`src/rtl/servo_pwm_pkg.sv`:
```
package servo_pwm_pkg;

  localparam int DATA_W         = 16;
  localparam int CNT_W          = 20;
  localparam int ADDR_W         = 5;
  localparam int TICK_HZ        = 1_000_000;
  localparam int MAX_RATE_HZ    = 400;
  localparam int RESET_RATE_HZ  = 50;
  localparam int RESET_WIDTH_US = 1000;

  // control register offsets inside the upper half of the address space
  typedef enum logic [3:0] {
    REG_RATE   = 4'd0,
    REG_MASK   = 4'd1,
    REG_ARM    = 4'd2,
    REG_UPDATE = 4'd3
  } ctl_reg_e;

  // accepted frame rates: 1 Hz up to the ceiling
  function automatic logic rate_ok(input logic [DATA_W-1:0] rate_hz);
    return (rate_hz != '0) && (rate_hz <= DATA_W'(MAX_RATE_HZ));
  endfunction

  // reload value: ticks per frame minus one
  function automatic logic [CNT_W-1:0] period_for_rate(input logic [DATA_W-1:0] rate_hz);
    logic [CNT_W-1:0] ticks;
    if (rate_hz == '0) return '0;
    ticks = CNT_W'(TICK_HZ) / CNT_W'(rate_hz);
    return ticks - 1'b1;
  endfunction

  // microsecond width to stored threshold: N-1, zero stays zero
  function automatic logic [DATA_W-1:0] width_to_cmp(input logic [DATA_W-1:0] width_us);
    return (width_us == '0) ? '0 : width_us - 1'b1;
  endfunction

  // clock cycles per tick (prescale value is this minus one)
  function automatic int unsigned prescale_div(input int unsigned clk_hz);
    return clk_hz / TICK_HZ;
  endfunction

endpackage

```
`src/rtl/servo_tick_gen.sv`:
```
module servo_tick_gen #(
  parameter int unsigned DIV = 100
) (
  input  logic clk,
  input  logic rst_n,
  input  logic clear,
  input  logic run,
  output logic tick
);

  localparam int unsigned TOP = (DIV > 1) ? DIV - 1 : 0;
  localparam int          W   = (DIV > 1) ? $clog2(DIV) : 1;

  generate
    if (DIV <= 1) begin : g_direct
      // clock already at tick rate: every running cycle is a tick
      logic unused_clear;
      assign unused_clear = clear;
      assign tick = run;
    end else begin : g_div
      logic [W-1:0] psc_q;

      always_ff @(posedge clk) begin
        if (!rst_n)          psc_q <= '0;
        else if (clear)      psc_q <= '0;
        else if (run)        psc_q <= (psc_q == W'(TOP)) ? '0 : psc_q + 1'b1;
      end

      assign tick = run && (psc_q == W'(TOP));

      // with a divider of two or more, ticks never come back to back
      a_r1_tick_gap: assert property (@(posedge clk) disable iff (!rst_n)
        tick |=> !tick);
    end
  endgenerate

endmodule

```
`src/rtl/servo_frame_ctr.sv`:
```
module servo_frame_ctr
  import servo_pwm_pkg::*;
#(
  parameter logic [CNT_W-1:0] RESET_PER = 20'd19999
) (
  input  logic             clk,
  input  logic             rst_n,
  input  logic             tick,
  input  logic             arm_set,
  input  logic             arm_clr,
  input  logic             force_upd,
  input  logic [CNT_W-1:0] per_pend,
  output logic [CNT_W-1:0] cnt,
  output logic [CNT_W-1:0] per_act,
  output logic             running,
  output logic             armed,
  output logic             wrap,
  output logic             restart,
  output logic             upd_evt
);

  logic armed_d;

  always_comb begin
    armed_d = armed;
    if (arm_set)      armed_d = 1'b1;
    else if (arm_clr) armed_d = 1'b0;
  end

  // restart: forced update, or arming a stopped counter
  assign restart = force_upd || (arm_set && !running);
  assign wrap    = running && tick && (cnt == per_act) && !restart;
  assign upd_evt = restart || wrap;

  always_ff @(posedge clk) begin
    if (!rst_n) begin
      cnt     <= '0;
      per_act <= RESET_PER;
      running <= 1'b0;
      armed   <= 1'b0;
    end else begin
      armed <= armed_d;
      if (restart) begin
        cnt     <= '0;
        per_act <= per_pend;
        if (arm_set) running <= 1'b1;
      end else if (wrap) begin
        cnt     <= '0;
        per_act <= per_pend;
        if (!armed_d) running <= 1'b0;
      end else if (running && tick) begin
        cnt <= cnt + 1'b1;
      end
    end
  end

  // a running counter stops only at a frame end
  a_r11_finish_frame: assert property (@(posedge clk) disable iff (!rst_n)
    (running && !wrap) |=> running);

  // the count never passes the active reload
  a_r2_cnt_bound: assert property (@(posedge clk) disable iff (!rst_n)
    running |-> (cnt <= per_act));

  // a forced update leaves the count at zero
  a_r8_force_zero: assert property (@(posedge clk) disable iff (!rst_n)
    force_upd |=> (cnt == '0));

  // the active reload only moves on an update event
  a_r7_per_hold: assert property (@(posedge clk) disable iff (!rst_n)
    !upd_evt |=> $stable(per_act));

endmodule

```
`src/rtl/servo_chan.sv`:
```
module servo_chan
  import servo_pwm_pkg::*;
#(
  parameter logic [DATA_W-1:0] RESET_CMP = 16'd999
) (
  input  logic              clk,
  input  logic              rst_n,
  input  logic              wr_en,
  input  logic [DATA_W-1:0] wr_width,
  input  logic              upd,
  input  logic [CNT_W-1:0]  cnt,
  input  logic [CNT_W-1:0]  per_act,
  input  logic              running,
  input  logic              enable,
  output logic [DATA_W-1:0] cmp_pend,
  output logic              pwm
);

  logic [DATA_W-1:0] cmp_act;
  logic [CNT_W-1:0]  cmp_ext;
  logic              below, saturate;

  always_ff @(posedge clk) begin
    if (!rst_n) begin
      cmp_pend <= RESET_CMP;
      cmp_act  <= RESET_CMP;
    end else begin
      if (wr_en) cmp_pend <= width_to_cmp(wr_width);
      if (upd)   cmp_act  <= cmp_pend;
    end
  end

  assign cmp_ext  = CNT_W'(cmp_act);
  assign below    = cnt < cmp_ext;
  assign saturate = cmp_ext >= per_act;
  assign pwm      = running && enable && (below || saturate);

  // the active threshold only moves on an update event
  a_r7_cmp_hold: assert property (@(posedge clk) disable iff (!rst_n)
    !upd |=> $stable(cmp_act));

  // a threshold at or past the reload keeps an enabled pin high
  a_r6_full_frame: assert property (@(posedge clk) disable iff (!rst_n)
    (running && enable && saturate) |-> pwm);

endmodule

```
`src/rtl/servo_pulse_gen.sv`:
```
module servo_pulse_gen
  import servo_pwm_pkg::*;
#(
  parameter int unsigned CLK_HZ = 100_000_000,
  parameter int          NUM_CH = 4
) (
  input  logic              clk,
  input  logic              rst_n,
  input  logic              cmd_wr,
  input  logic [4:0]        cmd_addr,
  input  logic [15:0]       cmd_wdata,
  output logic              cmd_err,
  input  logic [4:0]        rd_addr,
  output logic [15:0]       rd_data,
  output logic [NUM_CH-1:0] pwm_o
);

  localparam int unsigned      PSC_DIV   = prescale_div(CLK_HZ);
  localparam logic [CNT_W-1:0] RESET_PER = period_for_rate(DATA_W'(RESET_RATE_HZ));
  localparam logic [DATA_W-1:0] RESET_CMP = width_to_cmp(DATA_W'(RESET_WIDTH_US));

  // ---------------- write decode ----------------
  logic              is_ch, ch_ok, ctl_ok;
  logic              rate_we, mask_we, arm_set, arm_clr, force_upd, wr_bad;
  logic [3:0]        sub;

  assign is_ch  = !cmd_addr[4];
  assign sub    = cmd_addr[3:0];
  assign ch_ok  = int'(sub) < NUM_CH;
  assign ctl_ok = (sub == REG_RATE) || (sub == REG_MASK) ||
                  (sub == REG_ARM)  || (sub == REG_UPDATE);

  always_comb begin
    rate_we   = 1'b0;
    mask_we   = 1'b0;
    arm_set   = 1'b0;
    arm_clr   = 1'b0;
    force_upd = 1'b0;
    wr_bad    = 1'b0;
    if (cmd_wr) begin
      if (is_ch) begin
        wr_bad = !ch_ok;
      end else if (!ctl_ok) begin
        wr_bad = 1'b1;
      end else begin
        case (sub)
          REG_RATE: begin
            if (rate_ok(cmd_wdata)) rate_we = 1'b1;
            else                    wr_bad  = 1'b1;
          end
          REG_MASK:   mask_we   = 1'b1;
          REG_ARM: begin
            arm_set = cmd_wdata[0];
            arm_clr = !cmd_wdata[0];
          end
          REG_UPDATE: force_upd = 1'b1;
          default:    wr_bad    = 1'b1;
        endcase
      end
    end
  end

  // ---------------- control registers ----------------
  logic [DATA_W-1:0] rate_q;
  logic [CNT_W-1:0]  per_pend;
  logic [NUM_CH-1:0] mask_q;

  always_ff @(posedge clk) begin
    if (!rst_n) begin
      rate_q   <= DATA_W'(RESET_RATE_HZ);
      per_pend <= RESET_PER;
      mask_q   <= '1;
      cmd_err  <= 1'b0;
    end else begin
      cmd_err <= wr_bad;
      if (rate_we) begin
        rate_q   <= cmd_wdata;
        per_pend <= period_for_rate(cmd_wdata);
      end
      if (mask_we) mask_q <= cmd_wdata[NUM_CH-1:0];
    end
  end

  // ---------------- timebase ----------------
  logic             tick, running, armed, wrap, restart, upd_evt;
  logic [CNT_W-1:0] cnt, per_act;

  servo_tick_gen #(.DIV(PSC_DIV)) u_tick (
    .clk   (clk),
    .rst_n (rst_n),
    .clear (restart),
    .run   (running),
    .tick  (tick)
  );

  servo_frame_ctr #(.RESET_PER(RESET_PER)) u_frame (
    .clk       (clk),
    .rst_n     (rst_n),
    .tick      (tick),
    .arm_set   (arm_set),
    .arm_clr   (arm_clr),
    .force_upd (force_upd),
    .per_pend  (per_pend),
    .cnt       (cnt),
    .per_act   (per_act),
    .running   (running),
    .armed     (armed),
    .wrap      (wrap),
    .restart   (restart),
    .upd_evt   (upd_evt)
  );

  // ---------------- channels ----------------
  logic [DATA_W-1:0] cmp_pend [NUM_CH];

  generate
    for (genvar i = 0; i < NUM_CH; i++) begin : g_ch
      logic ch_we;
      assign ch_we = cmd_wr && is_ch && (sub == 4'(i));

      servo_chan #(.RESET_CMP(RESET_CMP)) u_chan (
        .clk      (clk),
        .rst_n    (rst_n),
        .wr_en    (ch_we),
        .wr_width (cmd_wdata),
        .upd      (upd_evt),
        .cnt      (cnt),
        .per_act  (per_act),
        .running  (running),
        .enable   (mask_q[i]),
        .cmp_pend (cmp_pend[i]),
        .pwm      (pwm_o[i])
      );
    end
  endgenerate

  // ---------------- read mux ----------------
  always_comb begin
    rd_data = '0;
    if (!rd_addr[4]) begin
      for (int k = 0; k < NUM_CH; k++)
        if (rd_addr[3:0] == 4'(k)) rd_data = cmp_pend[k];
    end else begin
      case (rd_addr[3:0])
        REG_RATE: rd_data = rate_q;
        REG_MASK: rd_data = DATA_W'(mask_q);
        REG_ARM:  rd_data = {{(DATA_W-2){1'b0}}, running, armed};
        default:  rd_data = '0;
      endcase
    end
  end

  // an error flag always follows a write strobe
  a_r3_err_follows_write: assert property (@(posedge clk) disable iff (!rst_n)
    cmd_err |-> $past(cmd_wr));

  // a stopped block drives nothing
  a_r11_stopped_low: assert property (@(posedge clk) disable iff (!rst_n)
    !running |-> (pwm_o == '0));

  // masked channels never drive
  a_r9_mask_low: assert property (@(posedge clk) disable iff (!rst_n)
    (pwm_o & ~mask_q) == '0);

  // the frame count only moves on a tick or an update event
  a_r1_count_on_tick: assert property (@(posedge clk) disable iff (!rst_n)
    (!tick && !upd_evt) |=> $stable(cnt));

endmodule

```
`config.mk`:
```
export PLATFORM = sky130hd
export DESIGN_NAME = servo_pulse_gen
export DESIGN_NICKNAME = d
export VERILOG_FILES = /design/src/rtl/servo_pwm_pkg.sv /design/src/rtl/servo_tick_gen.sv /design/src/rtl/servo_frame_ctr.sv /design/src/rtl/servo_chan.sv /design/src/rtl/servo_pulse_gen.sv
export SDC_FILE = /design/constraint.sdc
export NUM_CORES = 1
export LEC_CHECK = 0
export BUFFER_PORTS_ARGS = -buffer_cell sky130_fd_sc_hd__buf_2
export CAP_MARGIN = 10
export CELL_PAD_IN_SITES_DETAIL_PLACEMENT = 1
export CELL_PAD_IN_SITES_GLOBAL_PLACEMENT = 1
export CORE_ASPECT_RATIO = 0.6
export CORE_MARGIN = 4
export CORE_UTILIZATION = 52
export CTS_CLUSTER_SIZE = 30
export DETAILED_ROUTE_END_ITERATION = 10
export PLACE_DENSITY = 0.84
export SKIP_CTS_REPAIR_TIMING = 1
export SKIP_LAST_GASP = 1
export SYNTH_ARGS = -nofsm -noshare
export SYNTH_HDL_FRONTEND = slang
export SYNTH_SLANG_ARGS = --single-unit
export TNS_END_PERCENT = 30
```
`constraint.sdc`:
```
create_clock -name clk -period 69.1 [get_ports clk]
set_clock_uncertainty 0.1 [all_clocks]
set_input_delay 3.455 -clock clk [delete_from_list [all_inputs] [get_ports clk]]
set_output_delay 3.455 -clock clk [all_outputs]
set_load 0.005 [all_outputs]
```
* Yosys cells after proc, flatten, opt, wreduce, memory -nomap -nowiden
Cells that the tools add are included.
** Cells by class
- Equality and inequality tests :: 10
- Add/sub/neg operators :: 4
- Bitwise gates (word level) :: 1
- Reduce and logical (&&, ||, !) cells :: 43
- Div/mod/pow operators :: 1
- Multiplexer cells :: 46
- $lt $le $gt $ge :: 10
** Operator list (count)
- $mux W16 :: 6
- $ge A16 B20 Y1 :: 4
- $lt A20 B16 Y1 :: 4
- $mux W20 :: 4
- $pmux W16 S3 :: 1
- $mux W1 :: 33
- $add A20 B1 Y20 const B :: 1
- $div A20 B16 Y20 const A :: 1
- $eq A20 B20 Y1 :: 1
- $sub A20 B1 Y20 const B :: 1
- $logic_and A1 B1 Y1 :: 19
- $eq A4 B2 Y1 const B :: 4
- $le A16 B9 Y1 const B :: 1
- $logic_not A16 Y1 :: 1
- $reduce_bool A16 Y1 :: 1
- $sub A16 B1 Y16 const B :: 1
- $logic_or A1 B1 Y1 :: 9
- $eq A4 B1 Y1 const B :: 2
- $logic_not A4 Y1 :: 2
- $add A7 B1 Y7 const B :: 1
- $eq A7 B7 Y1 const B :: 1
- $mux W7 :: 1
- $reduce_or A3 Y1 :: 2
- $logic_not A1 Y1 :: 5
- 8 further kinds :: 9
** Storage, ports and cells
- Register bits :: 218

* Longest topological paths before layout
- Depth after elaboration :: 13
- Depth in mapped cells :: 193
- Depth with buffers taken out :: 174

* Cells and area by module
A second synthesis with hierarchy kept.
** Unflattened totals
- Cells, all modules :: 3223
- Area total of the unflattened synthesis :: 24916.4 um^2
** Modules (own cells, without submodules)
- servo_pulse_gen :: times used 1, area each 13613.1 um^2, cells each 1887
- servo_chan :: times used 4, area each 2160.8 um^2, cells each 261
- servo_frame_ctr :: times used 1, area each 2317.2 um^2, cells each 256
- servo_tick_gen :: times used 1, area each 342.8 um^2, cells each 36

* Worst setup path before layout
Ideal clock, no wire load.
- Path kind :: in2reg
- Start point :: input cmd_wdata[0]
- End point :: register per_pend[18]
- Setup time :: 0.117 ns
- Data arrival time :: 42.043 ns
- Required time :: 68.883 ns
- Setup slack :: 26.840 ns
- Buffers on the path :: 24
- Stages :: 173
- Cells stage by stage :: clkbuf_1 clkbuf_1 inv_1 clkbuf_1 buf_1 ha_1 clkbuf_1 nor2_1 nor2_1 nand2_1 ha_1 or2_2 o21a_1 nand2_1 ha_1 a211o_1 a21oi_1 nor3b_4 [... 137 more ...] a31oi_1 a21o_1 or3_4 buf_6 buf_6 mux2_4 ha_1 a21o_1 a21o_1 a211oi_1 o211ai_1 a211o_1 nor2_1 ha_1 and4_1 and3_1 nand2_1 a32o_1
** Between the ends
- Cells in the longest elaborated chain, start to end :: 7
- Elaborated cells on any way between the ends :: 15
- Classes of those cells :: 1 x add/sub; 1 x div; 1 x order compare; 9 x mux; 3 x reduce/logical
** RTL lines
- start, declared :: RTL line servo_pulse_gen.sv:11 : input logic [15:0] cmd_wdata,
- branches (longest 7 deep; another with $div A20 B16 Y20)
- end signal, assigned :: RTL line servo_pulse_gen.sv:78 : per_pend <= period_for_rate(cmd_wdata);
- end, declared :: RTL line servo_pulse_gen.sv:65 : logic [CNT_W-1:0] per_pend;
Several ways; the timed one is not identified. The select of a mux whose other input is x is not followed.
A chain may end at the register's enable or synchronous reset.

* Worst setup path in the final report
- Start point :: input cmd_wdata[15]
- End point :: register per_pend[16]
Same word-level chain as after synthesis.

==> summary.md <==
| Metric | Value |
|---|---|
| Worst Reg-to-Reg Cells | 10 |
| # IOs | 50 |
| Final HPWL DP | 71.5 mm |
| Drt pass-1 iters | 5 |
| CP Class | in -> reg |
| Synth Area in Simple Gates | 22.2% |
| Clock sink count | 218 |
| Unrepaired setup endpoints after global routing | no |
| Worst r2r dst | g_ch[1].u_chan.cmp_act[2]$_SDFFE_PN1P_ |
| Largest family of logic cells by synthesized area | compound AO/OA/AOI/OAI gates |
| H-Tree Depth | 1 |
| Sequential share of the synthesized area | 19.2% |
| Largest net degree at the start of global routing | 92 |
| Worst setup EP type | flip-flop |
| Max_slew headroom | 18.0% |
| Commonest non-fill, non-tap cell in the layout | nand2_1 |
| Hold depth | 2 |
| Xor/xnor cell area share of the yosys netlist | 6.96% |
| CTS tree | done |
| Synthesized area | 22,800 µm² |
| Count of final max-slew check failures | 0 |
| Worst setup SP type | input port |
| Final count of hold timing violations | 0 |
| Worst-skew pair later-pin latency | 0.54 ns |
| Routed wire length | 92.7 mm |
| DRC errors left | 0 |
| Critical path data required time | 69.42 ns |
| Placed Area | 23,400 µm² |
| Num CTS Buffers | 22 |
| GRT Residual Overflow | 0 |
| Pwr/cell area | 49.6 nW/µm² |
| Area of the core | 43,300 µm² |
| Routability cong. | 0.970 |
| EDFF count, synth | 0 |
| Cell family with most CP delay | compound AO/OA/AOI/OAI gates |
| Worst EP arrival | 49.61 ns |
| Final Cycle Share | 71.3% |
| Synth cell types | 90 |
| Sum of negative setup slack | 0 ns |
| Post-synthesis adder-cell area fraction | 17.0% |
| Max VDD drop | 0.106 mV |
| Setup slack, reg-to-reg | 65.04 ns |
| Nets | 3,359 |
| Iter 0 DRT Violations | 2,729 |
| # rows | 59 |
| Worst hold start | rate_q[8]$_SDFFE_PN0P_ |
| Initial antenna violation count | 9 |
| Ys Warns | 0 |
| Crit-path max FO | 29 |
| Post-DRT Antenna Nets | 0 |
| Clock transition at the registers of the reported paths | 0.07 ns |
| Post-route design area | 24,300 µm² |
| Asr flop ratio synth | 0% |
| Hold/Removal Path Class | reg -> reg |
| Min cycle time layout | 49.29 ns |
| Layout cells sized above 1 | 7.15% |
| Mapped Nets | 3,382 |
| Count of final setup violators | 0 |
| Cells after Synth | 3,043 |
| Die area | 47,300 µm² |
| Overall Power | 1.20 mW |
| Crit path top cell by count | ha_1 |
| Initial Utilization | 52.6% |
| Primary FF master, synth | dfxtp_1 |
| Flop and latch count out of synthesis | 218 |
| Gr usage total | 37.9% |
| IO Port Bufs | 49 |
| Max_cap viols | 0 |
| Worst-path cell with the longest stage delay | o211ai_1 |
| Leakage | 10.8 nW |
| Wire per inst | 25.6 µm |
| Root Buffer | clkbuf_16 |
| First-pass GRT wire length | 142 mm |
| Die Wd | 278 µm |
| Highest-count cells in the layout ignoring fill and taps | nand2_1 (469), ha_1 (310), a21oi_1 (245), dfxtp_1 (218), nor2_1 (217) |
| Die Ht | 170 µm |
| Via count | 24,100 |
| Via density | 6.66 |
| Filler instances | 5,519 |
| Number of global-route vias before repair | 23,800 |
| Worst slew pin tran | 1.22 ns |
| Buf/Inv on CP | 8 |
| Max Freq | 20.3 MHz |
| CP peak stage delay | 0.80 ns |
| Status | finished clean |
| Bufs on Longest Clock Path | 3 |
| R2R Path Start | u_tick.g_div.psc_q[0]$_SDFFE_PP0P_ |
| Post-synthesis average cell area | 7.48 µm² |
| Final core occ | 56.1% |
| Hold endpoint | rate_q[8]$_SDFFE_PN0P_ |
| Compound-Gate Fraction of Synth Area | 25.7% |
| Multiplexer share of the synthesized area | 4.26% |
| Syn-to-layout area delta | 6.56% |
through the flow:
stage	hold slack (ns)	setup slack [ns]	instances
after CTS	0.362	20.94	3610
after global placement	0.346	22.73	3572
after floorplan	0.333	26.84	3043
after detailed placement	0.352	20.68	3572
after global routing	0.376	17.10	3621
final	0.362	19.81	3624
layer usage:
layer / track usage [%] / share of wire (%)
met3: 8.93 / 11
met4: 9.60 / 2.7
met2: 54.0 / 40
met5: 0 / 0
met1: 57.0 / 46
power by group:
part	total, mW	internal (mW)	switching (mW)
logic	0.949	0.408	0.541
clock network	0.127	0.0700	0.0566
registers	0.127	0.126	0.000732
worst reg2reg max path: cells and delay by family (launching register included):
family          cells  cell delay [ns]
simple gates        7             2.36
buf+inv             1             0.77
flops               1             0.38
fa+ha+maj           1             0.22
compound gates      1             0.15
synth_stat cells, types with 6 or more instances:
cell type	n	area share [%]
o21a_1	46	1.5
a311oi_1	7	0.27
o211ai_1	108	3.6
and3_1	34	0.93
nand2_1	470	7.7
nand2b_1	45	1.2
nand3_1	78	1.7
o221ai_1	7	0.27
nor4_1	17	0.47
o31ai_1	18	0.59
a21oi_1	245	5.4
mux2i_1	32	1.4
inv_1	133	2.2
clkbuf_1	113	1.9
a31oi_1	21	0.58
a211o_1	8	0.31
o211a_1	7	0.31
dfxtp_1	218	19
o21ai_0	158	3.5
nand3b_1	11	0.36
o31a_1	7	0.27
nor2b_1	29	0.80
a211oi_1	28	0.92
mux2_4	8	0.53
o21bai_1	22	0.73
o22ai_1	12	0.33
a21o_1	121	4.0
and2_1	19	0.52
nor3_1	58	1.3
mux2_2	43	2.1
or2_2	17	0.47
xor2_1	71	2.7
a22oi_1	15	0.49
nor2_1	217	3.6
o2111ai_1	10	0.38
buf_6	6	0.30
nand4_1	27	0.74
or4_1	11	0.36
xnor2_1	110	4.2
or3_1	20	0.55
ha_1	310	17
registers in the layout, indices dropped and copies added, names as in the netlist:
| name | cells |
|---|---|
| mask_q | 4 |
| rate_q | 16 |
| g_ch.u_chan.cmp_pend | 64 |
| u_frame.cnt | 20 |
| per_pend | 20 |
| u_frame.per_act | 20 |
| cmd_err | 1 |
| u_frame.armed | 1 |
| u_frame.running | 1 |
| g_ch.u_chan.cmp_act | 64 |
| u_tick.g_div.psc_q | 7 |
cell families (layout without fill, tap and decap cells):
logic type,after synthesis,count (layout)
adders and majority gates,310,310
DFF,218,218
muxes,85,85
and+or+nand+nor,1086,1086
other,0,11
buffers and inverters,266,257
AOI/OAI and AO/OA,897,897
xor gates and xnor gates,181,181
final cells by class:
type,instances,area [µm²],share of cell area [%]
clock buffer,30,612,2.52
inverter,134,503,2.07
antenna,11,27.5,0.113
timing repair buffer,85,566,2.33
sequential,218,4360,18.0
clock inverter,8,104,0.428
multi-input combinational,2559,17400,71.6
tap,579,724,2.99
how the worst max path moves through the flow:
stage / from / depth (start not counted) / slack (ns) / to
after floorplan: cmd_wdata[0] / 173 / 26.84 / per_pend[18]$_SDFFE_PN0P_
after global placement: cmd_wdata[5] / 166 / 22.73 / per_pend[16]$_SDFFE_PN0P_
after detailed placement: cmd_wdata[15] / 165 / 20.68 / per_pend[18]$_SDFFE_PN0P_
after CTS: cmd_wdata[15] / 165 / 20.94 / per_pend[16]$_SDFFE_PN0P_
after global routing: cmd_wdata[15] / 167 / 17.10 / per_pend[16]$_SDFFE_PN0P_
final: cmd_wdata[15] / 165 / 19.81 / per_pend[16]$_SDFFE_PN0P_
No activity file was read; power rests on OpenSTA's default activity.
